--- config.mk ---
export PLATFORM = sky130hd
export DESIGN_NAME = jtag_dr_path
export DESIGN_NICKNAME = d
export VERILOG_FILES = /design/src/rtl/jtag_dr_pkg.sv /design/src/rtl/jtag_dr_decode.sv /design/src/rtl/jtag_dr_shreg.sv /design/src/rtl/jtag_dr_hold.sv /design/src/rtl/jtag_dr_path.sv
export SDC_FILE = /design/constraint.sdc
export NUM_CORES = 1
export LEC_CHECK = 0
export ABC_CLOCK_PERIOD_IN_PS = 3200
export BUFFER_PORTS_ARGS = -buffer_cell sky130_fd_sc_hd__buf_2
export CAP_MARGIN = 20
export CORE_UTILIZATION = 30
export CTS_CLUSTER_DIAMETER = 200
export DETAILED_ROUTE_END_ITERATION = 6
export PLACE_DENSITY = 0.54
export SLEW_MARGIN = 0
export SYNTH_ARGS = -nofsm -noshare
export SYNTH_HDL_FRONTEND = slang
export SYNTH_HIERARCHICAL = 1
export SYNTH_SLANG_ARGS = --single-unit
--- constraint.sdc ---
create_clock -name tck -period 3.2 [get_ports tck]
set_input_delay 0.48 -clock tck [delete_from_list [all_inputs] [get_ports tck]]
set_output_delay 0.48 -clock tck [all_outputs]
set_load 0.01 [all_outputs]
--- src/rtl/jtag_dr_pkg.sv ---
package jtag_dr_pkg;

  typedef enum logic [1:0] {
    DR_ID  = 2'd0,
    DR_BYP = 2'd1,
    DR_TC  = 2'd2
  } dr_sel_e;

  localparam int unsigned ID_W    = 32;
  localparam int unsigned REV_W   = 4;
  localparam int unsigned DSGN_W  = 6;
  localparam int unsigned PART_W  = 10;
  localparam int unsigned MFG_W   = 11;

  localparam logic [DSGN_W-1:0] DSGN_CODE = 6'b011101;
  localparam logic [MFG_W-1:0]  MFG_CODE  = 11'h00E;

  // Assemble the fixed identification word from its fields.
  function automatic logic [ID_W-1:0] make_id_word(
    input logic [REV_W-1:0]  rev,
    input logic [PART_W-1:0] part
  );
    return {rev, DSGN_CODE, part, MFG_CODE, 1'b1};
  endfunction

  // Serial step of a register of any width: new top bit from tdi.
  function automatic logic [ID_W-1:0] shift_in(
    input logic [ID_W-1:0] cur,
    input logic            din,
    input int unsigned     width
  );
    logic [ID_W-1:0] nxt;
    nxt = cur >> 1;
    nxt[width-1] = din;
    return nxt;
  endfunction

endpackage

--- src/rtl/jtag_dr_decode.sv ---
module jtag_dr_decode
  import jtag_dr_pkg::*;
#(
  parameter int unsigned      IR_W      = 5,
  parameter logic [IR_W-1:0]  OP_ID     = 5'h01,
  parameter logic [IR_W-1:0]  OP_TC     = 5'h0D,
  parameter logic [IR_W-1:0]  OP_BYPASS = 5'h1F,
  parameter logic [IR_W-1:0]  OP_CLAMP  = 5'h05,
  parameter logic [IR_W-1:0]  OP_HIGHZ  = 5'h04
) (
  input  logic [IR_W-1:0] opcode,
  input  logic            force_id,
  output dr_sel_e         sel
);

  dr_sel_e raw_sel;

  always_comb begin
    if (opcode == OP_ID)      raw_sel = DR_ID;
    else if (opcode == OP_TC) raw_sel = DR_TC;
    else if (opcode == OP_BYPASS || opcode == OP_CLAMP ||
             opcode == OP_HIGHZ)
                              raw_sel = DR_BYP;
    else                      raw_sel = DR_BYP;
  end

  assign sel = force_id ? DR_ID : raw_sel;

endmodule

--- src/rtl/jtag_dr_shreg.sv ---
module jtag_dr_shreg #(
  parameter int unsigned W = 1
) (
  input  logic         tck,
  input  logic         cap_en,
  input  logic         sh_en,
  input  logic         din,
  input  logic [W-1:0] cap_val,
  output logic [W-1:0] q
);

  generate
    if (W == 1) begin : g_bit
      always_ff @(posedge tck) begin
        if (cap_en)     q <= cap_val;
        else if (sh_en) q <= din;
      end
    end else begin : g_vec
      always_ff @(posedge tck) begin
        if (cap_en)     q <= cap_val;
        else if (sh_en) q <= {din, q[W-1:1]};
      end
    end
  endgenerate

endmodule

--- src/rtl/jtag_dr_hold.sv ---
module jtag_dr_hold (
  input  logic tck,
  input  logic clr,
  input  logic upd_en,
  input  logic d,
  output logic q
);

  always_ff @(posedge tck) begin
    if (clr)         q <= 1'b0;
    else if (upd_en) q <= d;
  end

endmodule

--- src/rtl/jtag_dr_path.sv ---
module jtag_dr_path
  import jtag_dr_pkg::*;
#(
  parameter int unsigned       IR_W      = 5,
  parameter logic [REV_W-1:0]  REV_NUM   = 4'h0,
  parameter logic [PART_W-1:0] PART_NUM  = 10'h06C,
  parameter logic [IR_W-1:0]   OP_ID     = 5'h01,
  parameter logic [IR_W-1:0]   OP_TC     = 5'h0D,
  parameter logic [IR_W-1:0]   OP_BYPASS = 5'h1F,
  parameter logic [IR_W-1:0]   OP_CLAMP  = 5'h05,
  parameter logic [IR_W-1:0]   OP_HIGHZ  = 5'h04
) (
  input  logic            tck,
  input  logic            tlr,
  input  logic            tdi,
  input  logic [IR_W-1:0] ir_opcode,
  input  logic            capture_dr,
  input  logic            shift_dr,
  input  logic            update_dr,
  output logic            tdo,
  output logic            tdo_oe,
  output logic            drv_sel
);

  localparam logic [ID_W-1:0] ID_VALUE = make_id_word(REV_NUM, PART_NUM);

  dr_sel_e         cur_sel;
  logic            sel_id, sel_byp, sel_tc;
  logic [ID_W-1:0] id_word;
  logic            byp_bit;
  logic            tc_bit;
  logic            tc_update;
  logic            serial_out;

  jtag_dr_decode #(
    .IR_W(IR_W), .OP_ID(OP_ID), .OP_TC(OP_TC),
    .OP_BYPASS(OP_BYPASS), .OP_CLAMP(OP_CLAMP), .OP_HIGHZ(OP_HIGHZ)
  ) u_dec (
    .opcode  (ir_opcode),
    .force_id(tlr),
    .sel     (cur_sel)
  );

  assign sel_id    = (cur_sel == DR_ID);
  assign sel_byp   = (cur_sel == DR_BYP);
  assign sel_tc    = (cur_sel == DR_TC);
  assign tc_update = update_dr && sel_tc;

  jtag_dr_shreg #(.W(ID_W)) u_id (
    .tck(tck), .cap_en(capture_dr && sel_id), .sh_en(shift_dr && sel_id),
    .din(tdi), .cap_val(ID_VALUE), .q(id_word)
  );

  jtag_dr_shreg #(.W(1)) u_byp (
    .tck(tck), .cap_en(capture_dr && sel_byp), .sh_en(shift_dr && sel_byp),
    .din(tdi), .cap_val(1'b0), .q(byp_bit)
  );

  jtag_dr_shreg #(.W(1)) u_tc (
    .tck(tck), .cap_en(capture_dr && sel_tc), .sh_en(shift_dr && sel_tc),
    .din(tdi), .cap_val(drv_sel), .q(tc_bit)
  );

  jtag_dr_hold u_hold (
    .tck(tck), .clr(tlr), .upd_en(tc_update), .d(tc_bit), .q(drv_sel)
  );

  always_comb begin
    unique case (cur_sel)
      DR_ID:   serial_out = id_word[0];
      DR_TC:   serial_out = tc_bit;
      default: serial_out = byp_bit;
    endcase
  end

  always_ff @(negedge tck) begin
    if (tlr) begin
      tdo    <= 1'b0;
      tdo_oe <= 1'b0;
    end else begin
      tdo_oe <= shift_dr;
      if (shift_dr) tdo <= serial_out;
    end
  end

endmodule


-- Word level (Yosys, flattened, before mapping)
Index checks and enable logic that the tools add are counted.
- equal/unequal tests: 4
- reductions and logical operators: 9
- shift operators: 0
- divide/modulo/power cells: 0
- add/subtract/negate cells: 0
- magnitude comparators: 0
- multiplexer cells: 6
- bitwise logic cells: 0
- multiply operators: 0
- operators with widths (cell ; number):
    logical AND 1 bit ; 7
    2-to-1 mux 2 bit ; 3
    == test 5 x 1 -> 1 bit, second input constant ; 1
    == test 5 x 4 -> 1 bit, second input constant ; 1
    == test 2 x 1 -> 1 bit, second input constant ; 1
    == test 2 bit, second input constant ; 1
    logical NOT 2 bit ; 1
    2-to-1 mux 1 bit ; 2
    case mux 1 bit (2 select lines) ; 1
    nonzero test 2 bit ; 1
- ROM bits: 0
- memories kept: 0
- input bits: 11
- latch bits: 0
- output and inout bits: 3
- word-level logic and storage cells: 25
- memory bits (writable): 0
- register bits after elaboration: 37

-- Logic depth before layout (Yosys ltp)
- word-level depth: 8
- mapped depth: 6
- mapped depth without buffers: 6

-- Modules after synthesis
Netlist, hierarchy kept.
- modules (own cells, without submodules) (module ; cells an instance ; sequential area each (um2) ; instances ; area each (um2)):
    jtag_dr_shreg (u_id) ; 69 ; 960.9 ; 1 ; 1507.7
    jtag_dr_path ; 19 ; 40.0 ; 1 ; 158.9
    jtag_dr_shreg (u_byp ...) ; 3 ; 30.0 ; 2 ; 51.3
    jtag_dr_decode ; 5 ; 0.0 ; 1 ; 33.8
    jtag_dr_hold ; 3 ; 20.0 ; 1 ; 33.8

==> report_table.html <==
<table>
<tr><th>Metric</th><th>Value</th></tr>
<tr><th colspan="2">Final layout</th></tr>
<tr><td>Post-layout nets</td><td>169</td></tr>
<tr><td>Area growth from synthesis to layout</td><td>20.6%</td></tr>
<tr><td>Count of antenna diodes in the layout</td><td>0</td></tr>
<tr><td>Top library cells by usage in the layout, fill and taps aside</td><td>34 x edfxtp_1, 33 x conb_1, 32 x mux2_4</td></tr>
<tr><td>Leading cell type in the layout, fill and taps excluded</td><td>edfxtp_1</td></tr>
<tr><td>Fraction of layout instances using a drive strength above 1</td><td>42.1%</td></tr>
<tr><th colspan="2">Clock network</th></tr>
<tr><td>Clock latency on the worst-skew pair</td><td>0.34 ns</td></tr>
<tr><td>Buffer depth of the longest clock path</td><td>2</td></tr>
<tr><td>TritonCTS clock tree</td><td>built</td></tr>
<tr><td>Clock buffer count from CTS</td><td>5</td></tr>
<tr><td>Post-CTS setup buffer count</td><td>0</td></tr>
<tr><td>Number of buffers inserted by hold repair at cts</td><td>0</td></tr>
<tr><td>Clock transition at path regs</td><td>0.07 ns</td></tr>
<tr><td># resized after CTS</td><td>0</td></tr>
<tr><td>Clock tree sinks</td><td>37</td></tr>
<tr><td>Count of H-tree levels built during CTS</td><td>2</td></tr>
<tr><td>Root buffer cell</td><td>clkbuf_8</td></tr>
<tr><th colspan="2">Critical path</th></tr>
<tr><td>Buf+Inv Stages, Crit Path</td><td>1</td></tr>
<tr><td>Worst Setup Path Type</td><td>in -&gt; reg</td></tr>
<tr><td>Worst endpoint data arrival time</td><td>1.60 ns</td></tr>
<tr><td>Crit path max-delay cell type</td><td>a311o_1</td></tr>
<tr><td>CP startpoint kind</td><td>primary input</td></tr>
<tr><td>Crit-path cells</td><td>buf_2 -&gt; and3b_1 -&gt; and3_2 -&gt; mux2_4 -&gt; a311o_1</td></tr>
<tr><td>Maximum fanout along the worst path</td><td>2</td></tr>
<tr><td>Setup crit end kind</td><td>flip-flop</td></tr>
<tr><td>Worst endpoint required time</td><td>1.82 ns</td></tr>
<tr><td>CP delay by family, top</td><td>simple AND/OR/NAND/NOR gates</td></tr>
<tr><td>Biggest cell delay along the critical path</td><td>0.32 ns</td></tr>
<tr><td>Setup slack of the most critical reg-to-reg path</td><td>0.55 ns</td></tr>
<tr><th colspan="2">Drt</th></tr>
<tr><td>Final ANT Viol Nets</td><td>0</td></tr>
<tr><td>Highest metal used</td><td>met4</td></tr>
<tr><td>1st-pass router iterations</td><td>3</td></tr>
<tr><td>Wl on met1</td><td>1260 µm</td></tr>
<tr><td>Total met2 wirelength after detailed routing</td><td>1240 µm</td></tr>
<tr><td>Vias</td><td>~950</td></tr>
<tr><td>Overall routed net length</td><td>2650 µm</td></tr>
<tr><td>Drt drc</td><td>0</td></tr>
<tr><td>Detailed-route wire length per cell</td><td>11.3 µm</td></tr>
<tr><td>Met3 Routed Length</td><td>between 60 and 70 µm</td></tr>
<tr><td>First DRT Iteration DRCs</td><td>47</td></tr>
<tr><td>Per-cell via count in the routed design</td><td>4.05</td></tr>
<tr><th colspan="2">Pwr</th></tr>
<tr><td>Power density of the placed cells</td><td>~500 mW/mm²</td></tr>
<tr><td>Peak supply drop</td><td>285 µV</td></tr>
<tr><td>LEAKAGE</td><td>0.942 nW</td></tr>
<tr><th colspan="2">Die</th></tr>
<tr><td>Starting density of the core</td><td>31.0%</td></tr>
<tr><td>Count of standard-cell rows</td><td>28</td></tr>
<tr><td>Horiz. Die Dim</td><td>80.2 µm</td></tr>
<tr><td>Die Outline Area</td><td>0.00644 mm²</td></tr>
<tr><td>Die boundary height</td><td>80.2 µm</td></tr>
<tr><td>Floorplan Core Area</td><td>0.00592 mm²</td></tr>
<tr><td>Ports</td><td>14</td></tr>
<tr><th colspan="2">Synth</th></tr>
<tr><td>Post-synth design cell area</td><td>around 0.0018 mm²</td></tr>
<tr><td>Seq/Total Area, Yosys</td><td>58.9%</td></tr>
<tr><td>Cell types with the largest area share after synthesis</td><td>edfxtp_1 56%, mux2_4 26%, buf_12 3.3%</td></tr>
<tr><td>Synth warnings</td><td>6</td></tr>
<tr><td>Syn Inst Count</td><td>about 100</td></tr>
<tr><td>Number of distinct standard cells referenced by the synthesized netlist</td><td>21</td></tr>
<tr><td>Synth Register Bits</td><td>37</td></tr>
<tr><td>Portion of synthesized cell area occupied by the leading cell type</td><td>55.6%</td></tr>
<tr><td>Mean cell area of the mapped netlist</td><td>18.0 µm²</td></tr>
<tr><td>Cell taking the most area after synthesis</td><td>edfxtp_1</td></tr>
<tr><th colspan="2">Placement</th></tr>
<tr><td>Final RePlAce weighted congestion</td><td>0.750</td></tr>
<tr><td>Number of port buffers</td><td>13</td></tr>
<tr><td>Sum of net half-perimeters after detailed placement</td><td>1750 µm</td></tr>
<tr><th colspan="2">STA</th></tr>
<tr><td>Unrepaired setup endpoints after global routing</td><td>false</td></tr>
<tr><td>Setup TNS</td><td>0 ns</td></tr>
<tr><td>Endpoints failing hold</td><td>0</td></tr>
<tr><td>Smallest hold slack</td><td>0.480 ns</td></tr>
<tr><td>Number of max-slew violations in the final report</td><td>0</td></tr>
<tr><td>Setup-violating endpoint count in the final report</td><td>0</td></tr>
<tr><td>Worst-case clock skew</td><td>around 0.056 ns</td></tr>
<tr><th colspan="2">GRT</th></tr>
<tr><td>Antenna violations before repair</td><td>0</td></tr>
<tr><td>Overall Global Routing Usage</td><td>9.64%</td></tr>
<tr><td>First-pass GRT wire length</td><td>between 4000 and 5000 µm</td></tr>
<tr><td>GR Overflow Total</td><td>0</td></tr>
<tr><td>Number of global-route vias before repair</td><td>approximately 960</td></tr>
<tr><td>Maximum number of pins on one net before global-route repair</td><td>26</td></tr>
<tr><th colspan="2">Run status</th></tr>
<tr><td>Run status</td><td>complete, no violations</td></tr>
<tr><th colspan="2">Worst hold path</th></tr>
<tr><td>Type of the tightest min-delay check</td><td>in -&gt; reg</td></tr>
<tr><th colspan="2">Job</th></tr>
<tr><td>Count of maximum capacitance violations</td><td>0</td></tr>
</table>
[registers in the layout, indices dropped and copies added (netlist names)]
signal,count
u_id/q,32
tdo,1
tdo_oe,1
u_byp/q,1
u_hold/q,1
u_tc/q,1
[cell families (layout without fill, tap and decap cells)]
kind of cell,Yosys count,count (layout),synth area share (%)
compound gates,2,2,0.886
mux,36,36,28.5
other cells,2,33,0.409
simple gates,18,18,6.54
flops,37,37,58.9
xor+xnor,1,1,0.477
buf+inv,6,32,4.29
[cell usage after synthesis]
library cell and instances:
xnor2_1 1, inv_1 2, nor2_1 2, and3_1 1
and4b_1 1, nor2b_1 2, and3b_1 1, dfxtp_1 3
conb_1 2, mux2_2 3, nor3b_1 5, edfxtp_1 34
a311o_1 1, or2_2 2, mux2_4 32, and2_1 3
a31oi_1 1, or2_1 1, buf_12 3, buf_6 1
mux2i_1 1
[per-layer routing]
layer | up-vias | track usage, %
met5 | - | 0
met4 | 0 | 5.54
met3 | 9 | 3.30
met2 | 9 | 14.8
met1 | 469 | 11.7
li1 | 461 | -
[final timing paths]
check                    from                    end  cells past startpoint
max                       tlr       tdo$_SDFFE_NP0P_                      5
min reg2reg  u_tc/q$_DFFE_PP_  u_hold/q$_SDFFE_PP0P_                      2
min                       tlr  u_hold/q$_SDFFE_PP0P_                      3
max reg2reg  u_tc/q$_DFFE_PP_       tdo$_SDFFE_NP0P_                      2
[where the power goes]
part	total, W	internal [W]	switching (W)	leakage [nW]
Clock	0.000339	0.000177	0.000163	0.0589
Combinational	0.000149	0.0000916	0.0000578	0.529
Sequential	0.000604	0.000590	0.0000138	0.354
Total	0.00109	0.000858	0.000234	0.942
[stage by stage]
| stage | area [µm²] | setup WS (ns) | utilization [%] | power [W] | cells |
|---|---|---|---|---|---|
| 2_1_floorplan | 1950 | 0.00694 | - | 0.000738 | 133 |
| 3_3_place_gp | 2120 | -0.0720 | 35.8 | 0.000764 | 225 |
| 3_5_place_dp | 2120 | -0.134 | 35.8 | 0.000768 | 225 |
| 4_1_cts | 2210 | 0.225 | 37.4 | 0.00111 | 234 |
| 5_1_grt | 2210 | 0.212 | 37.4 | 0.00115 | 234 |
| 6_report | 2210 | 0.218 | 37.4 | 0.00109 | 234 |
[worst min-delay path: stages]
cell    delay [ns]
buf_2         0.08
buf_4         0.12
nor2_1        0.04
[final cells by class]
class | instances | area [µm²]
clock buffers | 7 | 86.3
clock inverters | 3 | 12.5
fillers | 574 | 3710
inverters | 1 | 3.75
multi-input cells | 90 | 800
flip-flops and latches | 37 | 1080
well taps | 75 | 93.8
repair buffers | 21 | 138
(Power assumes the default switching activity.)
